File: src/rtl/rtu_rx_pkg.sv
package rtu_rx_pkg;

  localparam logic [15:0] CRC_POLY = 16'hA001;
  localparam logic [15:0] CRC_SEED = 16'hFFFF;
  localparam int          REQ_BYTES = 8;

  typedef struct packed {
    logic [7:0]  func;
    logic [15:0] start;
    logic [15:0] word;
  } req_fields_t;

  // one byte through the reflected CRC-16, LSB first
  function automatic logic [15:0] crc_step(input logic [15:0] crc_in,
                                           input logic [7:0]  data);
    logic [15:0] acc;
    acc = crc_in ^ {8'h00, data};
    for (int k = 0; k < 8; k++) begin
      if (acc[0]) acc = (acc >> 1) ^ CRC_POLY;
      else        acc = acc >> 1;
    end
    return acc;
  endfunction

endpackage

File: src/rtl/rtu_silence_timer.sv
module rtu_silence_timer #(
  parameter int CLKS_PER_BIT = 8,
  parameter int CHAR_BITS    = 11
) (
  input  logic clk,
  input  logic rst,
  input  logic byte_stb,
  output logic gap_mid,
  output logic quiet
);
  localparam int T15_BITS = (CHAR_BITS * 3 + 1) / 2;
  localparam int T35_BITS = (CHAR_BITS * 7 + 1) / 2;
  localparam int DW       = $clog2(CLKS_PER_BIT + 1);
  localparam int SW       = $clog2(T35_BITS + 1);
  localparam logic [DW-1:0] DIV_LAST = DW'(CLKS_PER_BIT - 1);
  localparam logic [SW-1:0] T15_CNT  = SW'(T15_BITS);
  localparam logic [SW-1:0] T35_CNT  = SW'(T35_BITS);

  logic [DW-1:0] div_q;
  logic [SW-1:0] sil_q;

  always_ff @(posedge clk) begin
    if (rst) begin
      div_q <= '0;
      sil_q <= T35_CNT;
    end else if (byte_stb) begin
      div_q <= '0;
      sil_q <= '0;
    end else if (div_q == DIV_LAST) begin
      div_q <= '0;
      if (sil_q != T35_CNT) sil_q <= sil_q + 1'b1;
    end else begin
      div_q <= div_q + 1'b1;
    end
  end

  assign gap_mid = (sil_q >= T15_CNT);
  assign quiet   = (sil_q == T35_CNT);

endmodule

File: src/rtl/rtu_crc16.sv
module rtu_crc16 (
  input  logic       clk,
  input  logic       rst,
  input  logic       load,
  input  logic       upd,
  input  logic [7:0] data,
  output logic       zero
);
  import rtu_rx_pkg::*;

  logic [15:0] crc_q;

  always_ff @(posedge clk) begin
    if (rst)       crc_q <= CRC_SEED;
    else if (load) crc_q <= crc_step(CRC_SEED, data);
    else if (upd)  crc_q <= crc_step(crc_q, data);
  end

  assign zero = (crc_q == 16'h0000);

endmodule

File: src/rtl/rtu_byte_store.sv
module rtu_byte_store #(
  parameter int DEPTH = 8,
  localparam int AW   = $clog2(DEPTH)
) (
  input  logic               clk,
  input  logic               we,
  input  logic [AW-1:0]      waddr,
  input  logic [7:0]         wdata,
  output logic [DEPTH*8-1:0] flat
);
  logic [7:0] mem [DEPTH];

  always_ff @(posedge clk) begin
    if (we) mem[waddr] <= wdata;
  end

  for (genvar g = 0; g < DEPTH; g++) begin : g_out
    assign flat[g*8 +: 8] = mem[g];
  end

endmodule

File: src/rtl/rtu_req_rx.sv
module rtu_req_rx #(
  parameter int CLKS_PER_BIT = 8,
  parameter int CHAR_BITS    = 11,
  parameter int FRAME_BYTES  = rtu_rx_pkg::REQ_BYTES
) (
  input  logic        clk,
  input  logic        rst,
  input  logic [7:0]  slave_addr,
  input  logic [7:0]  rx_data,
  input  logic        rx_valid,
  output logic        frame_valid,
  output logic [7:0]  func_code,
  output logic [15:0] start_reg,
  output logic [15:0] reg_word
);
  import rtu_rx_pkg::*;

  localparam int AW = $clog2(FRAME_BYTES);
  localparam int CW = $clog2(FRAME_BYTES + 2);
  localparam logic [CW-1:0] LEN_OK = CW'(FRAME_BYTES);

  logic gap_mid, quiet, crc_zero;
  logic in_frame, broken, addr_hit;
  logic [CW-1:0] byte_cnt;
  logic [FRAME_BYTES*8-1:0] store;
  req_fields_t fields_q, fields_d;

  logic start, frame_done, append, accept, st_we;
  logic [AW-1:0] st_addr;

  assign start      = rx_valid & quiet;
  assign frame_done = in_frame & quiet;
  assign append     = rx_valid & in_frame & ~quiet & ~gap_mid;
  assign accept     = ~broken & addr_hit & (byte_cnt == LEN_OK) & crc_zero;
  assign st_we      = start | (append & (byte_cnt < LEN_OK));
  assign st_addr    = start ? '0 : byte_cnt[AW-1:0];

  rtu_silence_timer #(
    .CLKS_PER_BIT(CLKS_PER_BIT),
    .CHAR_BITS   (CHAR_BITS)
  ) u_timer (
    .clk     (clk),
    .rst     (rst),
    .byte_stb(rx_valid),
    .gap_mid (gap_mid),
    .quiet   (quiet)
  );

  rtu_crc16 u_crc (
    .clk (clk),
    .rst (rst),
    .load(start),
    .upd (append & addr_hit),
    .data(rx_data),
    .zero(crc_zero)
  );

  rtu_byte_store #(.DEPTH(FRAME_BYTES)) u_store (
    .clk  (clk),
    .we   (st_we),
    .waddr(st_addr),
    .wdata(rx_data),
    .flat (store)
  );

  // field layout: byte1 func, bytes2..3 start (high first), bytes4..5 word
  assign fields_d.func  = store[1*8 +: 8];
  assign fields_d.start = {store[2*8 +: 8], store[3*8 +: 8]};
  assign fields_d.word  = {store[4*8 +: 8], store[5*8 +: 8]};

  always_ff @(posedge clk) begin
    if (rst) begin
      in_frame    <= 1'b0;
      broken      <= 1'b0;
      addr_hit    <= 1'b0;
      byte_cnt    <= '0;
      frame_valid <= 1'b0;
      fields_q    <= '0;
    end else begin
      frame_valid <= 1'b0;
      if (frame_done) begin
        in_frame <= 1'b0;
        if (accept) begin
          frame_valid <= 1'b1;
          fields_q    <= fields_d;
        end
      end
      if (start) begin
        in_frame <= 1'b1;
        broken   <= 1'b0;
        addr_hit <= (rx_data == slave_addr);
        byte_cnt <= CW'(1);
      end else if (rx_valid && in_frame) begin
        if (gap_mid)               broken   <= 1'b1;
        else if (byte_cnt <= LEN_OK) byte_cnt <= byte_cnt + 1'b1;
      end
    end
  end

  assign func_code = fields_q.func;
  assign start_reg = fields_q.start;
  assign reg_word  = fields_q.word;

endmodule

File: config.mk
export PLATFORM = sky130hd
export DESIGN_NAME = rtu_req_rx
export DESIGN_NICKNAME = d
export VERILOG_FILES = /design/src/rtl/rtu_rx_pkg.sv /design/src/rtl/rtu_silence_timer.sv /design/src/rtl/rtu_crc16.sv /design/src/rtl/rtu_byte_store.sv /design/src/rtl/rtu_req_rx.sv
export SDC_FILE = /design/constraint.sdc
export NUM_CORES = 1
export LEC_CHECK = 0
export BUFFER_PORTS_ARGS = -buffer_cell sky130_fd_sc_hd__buf_4
export CAP_MARGIN = 0
export CORE_ASPECT_RATIO = 1.1
export CORE_MARGIN = 2
export CORE_UTILIZATION = 25
export CTS_CLUSTER_DIAMETER = 200
export CTS_CLUSTER_SIZE = 14
export DETAILED_ROUTE_END_ITERATION = 12
export GPL_TIMING_DRIVEN = 1
export MAX_ROUTING_LAYER = met4
export PLACE_DENSITY_LB_ADDON = 0.1
export SYNTH_ARGS = -nofsm -noshare
export SYNTH_HDL_FRONTEND = slang
export SYNTH_SLANG_ARGS = --single-unit
File: constraint.sdc
create_clock -name clk -period 2.6 [get_ports clk]
set_input_delay 0.13 -clock clk [delete_from_list [all_inputs] [get_ports clk]]
set_output_delay 0.13 -clock clk [all_outputs]
set_load 0.005 [all_outputs]
==> metrics.txt <==
final antenna-violating net count=0; Initial Util=25.5%; adder-cell share of the synthesized area=1.59%; Post-synth EDFFs=40; Sw Pwr=roughly 1.0 mW; dominant cell type by area after synthesis=dfxtp_1; clk sink count=114; post-synthesis compound-gate area fraction=under 10%; DR vias/cell=~4.4; first-pass GRT wire length=18700 um; critical path cell sequence=inv_1, ha_1, or4b_4, a21oi_4, and3_2, nand3b_1, nand2b_1, nor2_1, buf_4; H-Tree Depth=4; Die Span Y=148 um; Slew @ Worst Pin=roughly 0.5 ns; cell area after synthesis=around 4700 um^2; CTS tree=built; P_leak=2.22 nW; clock root buffer=clkbuf_16; Synth Area in XOR/XNOR=8.38%; Fill cells=1925; layout cell share with drive strength beyond 1=22.7%; RSZ-0062 raised after global routing=false; Top FF cell, synth=dfxtp_1; M1 GR Usage=15.3%; clock skew=just under 0.01 ns; Biggest register=u_store.mem; clock slew at reported path FFs=0.06 ns; Crit Path Category=reg2reg; Nets=509; DIE AREA=about 20000 um^2; register share of total power=between 40% and 50%; M2 GR Usage=21.1%; Req. time, crit path=about 2.7 ns; Wirelength per Cell=16.0 um; final wirelength=11800 um; post-synthesis mux area share=8.91%; 1st-pass router iterations=4; number of global-route vias before repair=3353; clock power share=around 52%; Yosys Warn Count=0; Rel. slew slack=66.3%; GP Congestion=0.745; CP max stage delay=0.52 ns; Post-Synthesis Cells=417; CP arrival=2.60 ns; part of the cycle the worst path needs=between 90% and 100%; total power=4.45 mW; Longest Clk Path Bufs=2; largest family of logic cells by synthesized area=simple AND/OR/NAND/NOR gates; Synth top area share=roughly a third; hold_ws=~0.017 ns; Max FO, Critical Path=8; First DRT Iteration DRCs=101; Setup TNS=0 ns; Yosys reg bits=114; row count=52; I/O Buffers=59; total number of vias=3229; slowest cell on the critical path=or4b_4; CTS Buf Count=17; io pins=60; Area contributors post-synth=dfxtp_1, edfxtp_1, mux2i_1; grt met3 use=about 3.3%; die extent in x=~130 um; Hold Crit Class=in2reg; post-synthesis cell type count=50; Critical Path Start Type=register; gr busiest metal=met2; max cap viols=0; register area share after synthesis=56.9%; final hold viol count=0; syn nets=442; P&R area growth vs syn=28.5%; total track usage=roughly an eighth; internal power=3.41 mW; Setup Fix Bufs, Post-CTS=0; simple-gate share of the synthesized area=15.9%; Remaining Overflow, GRT=0; count of pins over their slew limit=0; Mean Syn Cell Area=11.3 um^2; Tmin final=2.48 ns; Comb pwr share=about 5.5%; CP endpoint kind=register; Power Density=around 730 nW/um^2; Hold Buf Count CTS=0; fraction of registers with async set/reset=0%; outcome=complete, no violations; largest net degree at the start of global routing=42; # setup viols final=0; Post-CTS Resized=0; DP HPWL=8120 um; Skew-Pair Late Insertion Delay=0.42 ns; fin area=between 6000 and 7000 um^2; max FFs per register=40; Post-DP Area=5470 um^2; number of remaining DRC errors=0; core footprint=18500 um^2; diode count=0; initial antenna violation count=0; f_max=404 MHz; switching share of power=between 20% and 30%; Max VDD drop=roughly 430 uV
## Yosys cell counts (3+ instances only)
cell type,n
a21o_1,6
a21oi_1,9
and2_1,3
buf_2,4
buf_4,5
clkbuf_1,9
dfxtp_1,74
edfxtp_1,40
ha_1,6
inv_1,4
mux2i_1,42
nand2_1,29
nand2b_1,6
nand3_1,11
nand3b_1,3
nand4_1,4
nor2_1,63
nor3_1,12
nor4_1,5
o21ai_0,9
o21bai_1,4
xnor2_1,21
xor2_1,16
## cells by family (layout without fill, tap and decap cells)
family | Yosys count | count (layout)
AOI/OAI and AO/OA | 39 | 39
xor gates and xnor gates | 40 | 40
and+or+nand+nor | 152 | 152
DFF | 114 | 114
buffers and inverters | 24 | 104
muxes | 42 | 42
adders and majority gates | 6 | 6
## layout by cell type (no fill, tap or decap), types with 3 or more instances in the layout
cell type / synthesis / final
nand4_1: 4 / 4
inv_1: 4 / 4
nor3_1: 12 / 11
a21o_1: 6 / 6
xor2_1: 16 / 16
nand3_1: 11 / 11
nand3b_1: 3 / 3
o21ai_0: 9 / 9
clkbuf_16: 0 / 17
xnor2_1: 21 / 21
o21bai_1: 4 / 4
inv_6: 0 / 3
ha_1: 6 / 6
and2_1: 3 / 3
buf_4: 5 / 66
mux2i_1: 42 / 42
nand2_1: 29 / 29
nand2b_1: 6 / 6
clkinvlp_4: 0 / 4
edfxtp_1: 40 / 40
nor4_1: 5 / 5
nor2_1: 63 / 63
a21oi_1: 9 / 9
dfxtp_1: 74 / 73
## layer usage
layer | routed length (um) | vias to the layer above | part of all wire (%)
met1 | 5440 | 1546 | 46
li1 | - | 1601 | -
met5 | 0 | - | 0
met2 | 5730 | 67 | 48
met3 | 455 | 15 | 3.8
met4 | 199 | 0 | 1.7
## power by group through the flow
stage / clock [mW] / sequential (mW) / combinational, mW
after CTS: 2.38 / 1.88 / 0.251
after detailed placement: 0 / 1.92 / 0.249
after global routing: 2.48 / 1.88 / 0.274
final: 2.32 / 1.88 / 0.245
after global placement: 0 / 1.92 / 0.247
after floorplan: 0 / 1.91 / 0.159
## worst max-delay path: cells and delay by family (launching register included)
family,cells,cell delay (ns)
adders and majority gates,1,0.18
buffers and inverters,2,0.26
AOI/OAI and AO/OA,1,0.19
DFF,1,0.35
and+or+nand+nor,5,1.20
## final timing paths
| check | startpoint | to | slack (ns) | depth (start not counted) |
|---|---|---|---|---|
| worst max-delay path | u_timer.sil_q[1] | u_store.mem[1][1] | 0.12 | 9 |
| worst min-delay path | rx_data[7] | u_store.mem[1][7] | 0.02 | 1 |
| worst max register to register | u_timer.sil_q[1] | u_store.mem[1][1] | 0.12 | 9 |
| worst min register to register | u_timer.div_q[0] | u_timer.div_q[0] | 0.44 | 1 |
## per-stage QoR
| stage | setup slack (ns) | std cells | utilization, % |
|---|---|---|---|
| after CTS | 0.0368 | 740 | 32.8 |
| after detailed placement | 0.0501 | 708 | 29.6 |
| after global placement | 0.132 | 708 | 29.6 |
| final | 0.125 | 740 | 32.8 |
| after global routing | 0.0266 | 740 | 32.8 |
| after floorplan | -0.0535 | 417 | - |
## cell type report
class | count | area (um^2) | area share [%]
inverter | 4 | 15.0 | 0.248
clock buffer | 18 | 439 | 7.24
multi-input combinational | 279 | 1930 | 31.8
clock inverter | 14 | 155 | 2.56
timing repair buffer | 68 | 536 | 8.83
sequential | 114 | 2680 | 44.3
tap | 243 | 304 | 5.02
Power figures use the tool's default switching activity.
